### config.mk
export PLATFORM = sky130hd
export DESIGN_NAME = wdog_countdown
export DESIGN_NICKNAME = d
export VERILOG_FILES = /design/src/rtl/wdog_pkg.sv /design/src/rtl/wdog_cfg_regs.sv /design/src/rtl/wdog_prescaler.sv /design/src/rtl/wdog_downcounter.sv /design/src/rtl/wdog_countdown.sv
export SDC_FILE = /design/constraint.sdc
export NUM_CORES = 1
export LEC_CHECK = 0
export ABC_CLOCK_PERIOD_IN_PS = 3000
export BUFFER_PORTS_ARGS = -buffer_cell sky130_fd_sc_hd__buf_2
export CORE_UTILIZATION = 40
export DETAILED_ROUTE_END_ITERATION = 6
export SLEW_MARGIN = 25
export SYNTH_ARGS = -nofsm -noshare
export SYNTH_HDL_FRONTEND = slang
export SYNTH_HIERARCHICAL = 1
export SYNTH_SLANG_ARGS = --single-unit
### constraint.sdc
create_clock -name clk -period 3 [get_ports clk]
set_input_delay 0.75 -clock clk [delete_from_list [all_inputs] [get_ports clk]]
set_output_delay 0.75 -clock clk [all_outputs]
set_load 0.05 [all_outputs]
### src/rtl/wdog_pkg.sv
package wdog_pkg;
  localparam int unsigned KICK_CODE = 1;

  typedef struct packed {
    logic run;       // core enabled this cycle
    logic hold;      // core disabled after this edge
    logic pre_load;  // restart prescaler on this edge
    logic cnt_load;  // restart counter on this edge
  } wd_ctl_t;
endpackage

### src/rtl/wdog_cfg_regs.sv
module wdog_cfg_regs
  import wdog_pkg::*;
#(
  parameter int PSC_W = 16,
  parameter int CNT_W = 16,
  parameter int WR_W  = 16
) (
  input  logic             clk,
  input  logic             rst_n,
  input  logic [WR_W-1:0]  wr_data,
  input  logic             psc_wr,
  input  logic             reload_wr,
  input  logic             kick_wr,
  input  logic             onoff_wr,
  output logic [PSC_W-1:0] psc_q,
  output logic [CNT_W-1:0] rld_q,
  output logic [PSC_W-1:0] psc_nxt,
  output logic [CNT_W-1:0] rld_nxt,
  output wd_ctl_t          ctl
);
  localparam logic [CNT_W-1:0] RLD_RST = '1;

  logic run_q, run_nxt, rld_ok, kick_ok;

  assign rld_ok  = reload_wr && (wr_data[CNT_W-1:0] != '0);
  assign kick_ok = kick_wr && (wr_data == WR_W'(KICK_CODE));

  always_comb begin
    psc_nxt = psc_wr ? wr_data[PSC_W-1:0] : psc_q;
    rld_nxt = rld_ok ? wr_data[CNT_W-1:0] : rld_q;
    run_nxt = onoff_wr ? wr_data[0] : run_q;
  end

  always_ff @(posedge clk or negedge rst_n) begin
    if (!rst_n) begin
      psc_q <= '0;
      rld_q <= RLD_RST;
      run_q <= 1'b0;
    end else begin
      psc_q <= psc_nxt;
      rld_q <= rld_nxt;
      run_q <= run_nxt;
    end
  end

  always_comb begin
    ctl.run      = run_q;
    ctl.hold     = !run_nxt;
    ctl.cnt_load = rld_ok || kick_ok || onoff_wr;
    ctl.pre_load = ctl.cnt_load || psc_wr;
  end
endmodule

### src/rtl/wdog_prescaler.sv
module wdog_prescaler
  import wdog_pkg::*;
#(
  parameter int PSC_W = 16
) (
  input  logic             clk,
  input  logic             rst_n,
  input  wd_ctl_t          ctl,
  input  logic [PSC_W-1:0] psc_nxt,
  output logic             tick
);
  logic [PSC_W-1:0] pcnt;

  assign tick = ctl.run && !ctl.pre_load && (pcnt == '0);

  always_ff @(posedge clk or negedge rst_n) begin
    if (!rst_n)
      pcnt <= '0;
    else if (ctl.hold || ctl.pre_load || pcnt == '0)
      pcnt <= psc_nxt;
    else
      pcnt <= pcnt - 1'b1;
  end
endmodule

### src/rtl/wdog_downcounter.sv
module wdog_downcounter
  import wdog_pkg::*;
#(
  parameter int CNT_W = 16
) (
  input  logic             clk,
  input  logic             rst_n,
  input  wd_ctl_t          ctl,
  input  logic             tick,
  input  logic [CNT_W-1:0] rld_nxt,
  output logic [CNT_W-1:0] cnt,
  output logic             fire,
  output logic             fired
);
  localparam logic [CNT_W-1:0] ONE = CNT_W'(1);

  logic last;
  assign last = tick && (cnt == ONE);

  always_ff @(posedge clk or negedge rst_n) begin
    if (!rst_n) begin
      cnt   <= '1;
      fire  <= 1'b0;
      fired <= 1'b0;
    end else begin
      fire <= last;
      if (last)
        fired <= 1'b1;
      if (ctl.hold || ctl.cnt_load || last)
        cnt <= rld_nxt;
      else if (tick)
        cnt <= cnt - 1'b1;
    end
  end
endmodule

### src/rtl/wdog_countdown.sv
module wdog_countdown
  import wdog_pkg::*;
#(
  parameter int PSC_W = 16,
  parameter int CNT_W = 16,
  localparam int WR_W = (PSC_W > CNT_W) ? PSC_W : CNT_W
) (
  input  logic             clk,
  input  logic             rst_n,
  input  logic [WR_W-1:0]  wr_data,
  input  logic             psc_wr,
  input  logic             reload_wr,
  input  logic             kick_wr,
  input  logic             onoff_wr,
  output logic             rst_req,
  output logic             expired,
  output logic             running,
  output logic [CNT_W-1:0] cur_count,
  output logic [PSC_W-1:0] psc_val,
  output logic [CNT_W-1:0] reload_val
);
  wd_ctl_t          ctl;
  logic [PSC_W-1:0] psc_nxt;
  logic [CNT_W-1:0] rld_nxt;
  logic             tick;

  wdog_cfg_regs #(.PSC_W(PSC_W), .CNT_W(CNT_W), .WR_W(WR_W)) u_regs (
    .clk(clk), .rst_n(rst_n), .wr_data(wr_data),
    .psc_wr(psc_wr), .reload_wr(reload_wr), .kick_wr(kick_wr), .onoff_wr(onoff_wr),
    .psc_q(psc_val), .rld_q(reload_val), .psc_nxt(psc_nxt), .rld_nxt(rld_nxt),
    .ctl(ctl)
  );

  wdog_prescaler #(.PSC_W(PSC_W)) u_psc (
    .clk(clk), .rst_n(rst_n), .ctl(ctl), .psc_nxt(psc_nxt), .tick(tick)
  );

  wdog_downcounter #(.CNT_W(CNT_W)) u_cnt (
    .clk(clk), .rst_n(rst_n), .ctl(ctl), .tick(tick), .rld_nxt(rld_nxt),
    .cnt(cur_count), .fire(rst_req), .fired(expired)
  );

  assign running = ctl.run;
endmodule

Yosys cells after proc, flatten, opt, wreduce, memory -nomap -nowiden
Cells that the tools add are included.

storage, ports and cells
  flip-flop bits (word level) = 67
  bits of input ports = 22
  output and inout port bits = 51
  word-level logic and storage cells = 34

operators by class
  add/subtract/negate cells = 2
  equal/unequal tests = 2
  muxes and demuxes = 6
  reductions and logical operators = 17

operator list
  operator                 count
  $mux W16                 5
  $eq A16 B1 Y1 const B    2
  $sub A16 B1 Y16 const B  2
  $logic_not A16 Y1        1
  $reduce_bool A16 Y1      1
  $logic_or A1 B1 Y1       7
  $logic_and A1 B1 Y1      5
  $logic_not A1 Y1         2
  $reduce_bool A2 Y1       1
  $mux W1                  1

Depth between registers and ports, before layout
  depth in word-level cells = 11
  depth in mapped cells = 12

Cells and area by module
Netlist, hierarchy kept.

by module, submodules not included
  module            times used  cells each  area each (µm²)  seq. area each (µm²)
  wdog_cfg_regs     1           86          1395.1           845.8
  wdog_downcounter  1           95          1162.4           470.5
  wdog_prescaler    1           91          980.9            400.4

Worst setup path after synthesis
No wires, ideal clock.

  path kind = input port to flip-flop
  start = input port wr_data[4]
  end = register u_cnt.cnt[10]
  library setup time = 82 ps
  data arrival time = 3114 ps
  setup slack = -196 ps
  cell stages on the path = 12
  path buffers = 3
  cell sequence = nor4_1 > nand4_1 > o22ai_1 > nand2_1 > nor4b_1 > buf_4 > nor4b_4 > nand4_4 > and2_4 > buf_6 > buf_12 > mux2_4

RTL lines
  item                    RTL line                text
  start: declaration      wdog_countdown.sv:10    input logic [WR_W-1:0] wr_data,
  end signal: assignment  wdog_downcounter.sv:30  cnt <= rld_nxt;
  end signal: assignment  wdog_downcounter.sv:32  cnt <= cnt - 1'b1;
  end: declaration        wdog_downcounter.sv:11  output logic [CNT_W-1:0] cnt,

==> results by group <==
STA
  • Setup TNS: 0 ps
  • Final worst-path cycle share: a little over nine tenths
  • Final Skew: 8.41 ps
  • Final Slew Violations: 0
  • RSZ-0062 raised after global routing: false
  • Worst-margin pin slew: ~760 ps
  • Final hold violation count: 0
  • FMAX: 0.351 GHz
  • Post-route minimum period: around 2800 ps
  • Slew HR: between 40% and 50%
  • Final Setup Violations: 0

Worst setup path
  • Startpoint types: input port
  • Worst path max stage delay: 340 ps
  • CP max-delay cell: nor4_2
  • Max Fanout on Critical Path: 13
  • Required @ worst endpoint: between 3000 and 4000 ps
  • Crit-path cells: buf_2 -> nor4_2 -> nand4_1 -> o22ai_1 -> nand2_1 -> nor4b_4 -> nor4b_4 -> nand4_4 -> and2_4 -> buf_4 -> a21oi_1
  • Critical path arrival: ~3100 ps
  • Setup CP Type: input port to flop
  • Worst setup EP type: flop
  • Cell repeated most along the worst path: nor4b_4

Cells and area
  • Antenna Cells: 0
  • Share of layout cells above drive strength 1: between 50 and 60%
  • Nets@finish: between 300 and 400
  • Area Growth Syn to Fin: 24.1%
  • Final instance area: about 0.0044 mm²

Floorplan
  • Starting Density: a little over two fifths
  • CORE AREA: 0.00838 mm²
  • Row count: 33
  • Die area: between 0.009 and 0.01 mm²
  • Die width: 96.1 µm
  • # IOs: between 70 and 80
  • Die height: roughly 96 µm

Clocking
  • # hold bufs at CTS: 0
  • TritonCTS clock tree: yes
  • CTS Buffer Depth: 2
  • Clock sink total: 67
  • Root buffer cell: clkbuf_8
  • Clock transition at the registers of the reported paths: about 80 ps
  • CTS Buf Count: 9
  • H-tree depth: 3
  • Skew-Pair Late Insertion Delay: around 340 ps
  • Post-CTS setup buffers: 0

Synth
  • Ranking of synthesized cells by area: dfrtp_1 25%, dfstp_2 24%, mux2_2 10%
  • Seq/Total Area, Yosys: around half
  • Synth warn: 6
  • Syn Area/Cell: between 10 and 15 µm²
  • Most used DFF post-synth: dfrtp_1
  • Synthesized Nets: around 300
  • Cell taking the most area after synthesis: dfrtp_1
  • Post-Syn Instances: 272
  • #FFs+latches synth: 67
  • Count leader, synth: dfrtp_1
  • Cell variety after synth: 49
  • Number of synthesized flops with an enable pin: 0
  • Synth cell count leaders: 35 x dfrtp_1, 32 x dfstp_2, 32 x mux2_2
  • Asr flop ratio synth: 100%
  • Synth Cell Area: between 0.003 and 0.004 mm²
  • Share of the synthesized area in the top cell type: around 25%

Detailed routing
  • Antenna Nets Post-Route: 0
  • Max Used Layer: met4
  • DR iter-0 viols: 97
  • Post-DR wirelength/cell: 17.8 µm
  • Vias per cell: roughly 5.3
  • DR DRC count: 0
  • Met3 wire len: 279 µm
  • TritonRoute pass-1 iters: 4
  • Routed metal-1 wirelength: between 3000 and 4000 µm
  • Vias post-DR: about 2600
  • Routed wl met2: 4130 µm
  • Final wirelength: ~8600 µm

Placed design
  • RD Place Congestion: approximately 0.84
  • HPWL Detailed: 6560 µm
  • Post-DP Area: roughly 0.0042 mm²
  • Port Buffers: slightly above 70

Global routing
  • Final global-route overflow total: 0
  • Vias in the first global route: between 2000 and 3000
  • First-pass GRT wire length: 13500 µm
  • GRT Total Usage: between 20% and 30%
  • Initial antenna violation count: 0
  • Pin count of the biggest net entering global routing: 35

Hold path
  • Worst min-delay path class: input port to asynchronous set/reset pin

Pwr
  • Pwr/cell area: between 500 and 600 mW/mm²
  • VDD IR max: approximately 0.24 mV
  • Leakage: about 0.0019 µW

Outcome
  • Status: finished clean

Run
  • Maxcap violations: 0
-- stage by stage --
step           worst slack [ps]  power [µW]  utilization [%]  cells  hold WS, ps
2_1_floorplan              -148        1670                -    272          454
3_3_place_gp               -130        1860             49.8    467          445
3_5_place_dp               -244        1870             49.8    467          448
4_1_cts                     111        2640             52.3    483          452
5_1_grt                    13.0        2740             52.4    483          470
6_report                    152        2610             52.4    483          430
-- per-layer routing --
layer,vias to the layer above,GRT usage [%]
met4,0,10.6
met3,21,3.95
met2,48,32.5
met5,-,0
li1,1201,-
met1,1296,25.2
-- repair_timing --
item	in CTS	in global routing
hold endpoints to repair	0	0
resized for setup	0	1
endpoints found under the setup margin	0	14
-- final timing paths --
| kind | startpoint | end | slack [ps] | cells after the start |
|---|---|---|---|---|
| setup / recovery | wr_data[8] | u_cnt/cnt[4] | 150 | 11 |
| hold / removal | rst_n | u_cnt/fire | 430 | 2 |
| setup reg to reg | u_psc/pcnt[9] | u_cnt/cnt[4] | 370 | 8 |
| hold reg to reg | u_cnt/fired | u_cnt/fired | 470 | 1 |
| max in group asynchronous | rst_n | u_regs/rld_q[9] | 2220 | 2 |
| min in group clk | u_cnt/fired | u_cnt/fired | 470 | 1 |
-- sequential cells by signal (all words and copies together) (netlist names) --
| signal | flops |
|---|---|
| u_cnt/cnt | 16 |
| u_psc/pcnt | 16 |
| u_regs/psc_q | 16 |
| u_regs/rld_q | 16 |
| u_cnt/fire | 1 |
| u_cnt/fired | 1 |
| u_regs/run_q | 1 |
-- cell families after synthesis --
kind of cell / share of synthesized area (%)
adders and majority gates: 1.06
xor gates and xnor gates: 5.94
muxes: 19.1
and+or+nand+nor: 15.9
buffers and inverters: 3.68
DFF: 48.5
AOI/OAI and AO/OA: 5.76
-- placed cells by master (no fill, tap or decap), types with 2 or more instances in the layout --
cell type   n
nand3b_1    2
nand4_4     2
buf_2      72
nand2b_1    2
dfrtp_1    35
nor4_2      3
nor2_1      9
mux2_4     19
nor4_4      5
o21ai_0     2
or3_1       2
nor4_1      7
clkbuf_8   12
mux2_2     32
xnor2_1    24
nand4b_1    3
and2_4      2
nor3_1      6
nor4b_4     2
dfstp_2    32
nand3_1     3
mux2i_1     3
nand2_1    10
clkinv_2    2
ha_1        3
a21oi_1    19
buf_4      27
nand4_1     7
inv_1       8
a31oi_1     4
-- final cells by class --
class | instances | area [µm²]
Clock inverter | 3 | 17.5
Fill cell | 770 | 3990
Multi-Input combinational cell | 188 | 1740
Inverter | 8 | 30.0
Clock buffer | 13 | 190
Timing Repair Buffer | 99 | 563
Tap cell | 105 | 131
Sequential cell | 67 | 1720
-- critical path, delay by kind of cell --
kind	cells	cell delay (ps)
buffers and inverters	2	270
AND/OR/NAND/NOR	7	1690
AO/OA/AOI/OAI	2	390
-- power breakdown --
group / internal, µW / switching [µW]
registers: 1040 / 119
logic: 236 / 453
clock network: 416 / 349
total: 1690 / 921
Power figures use the tool's default switching activity.
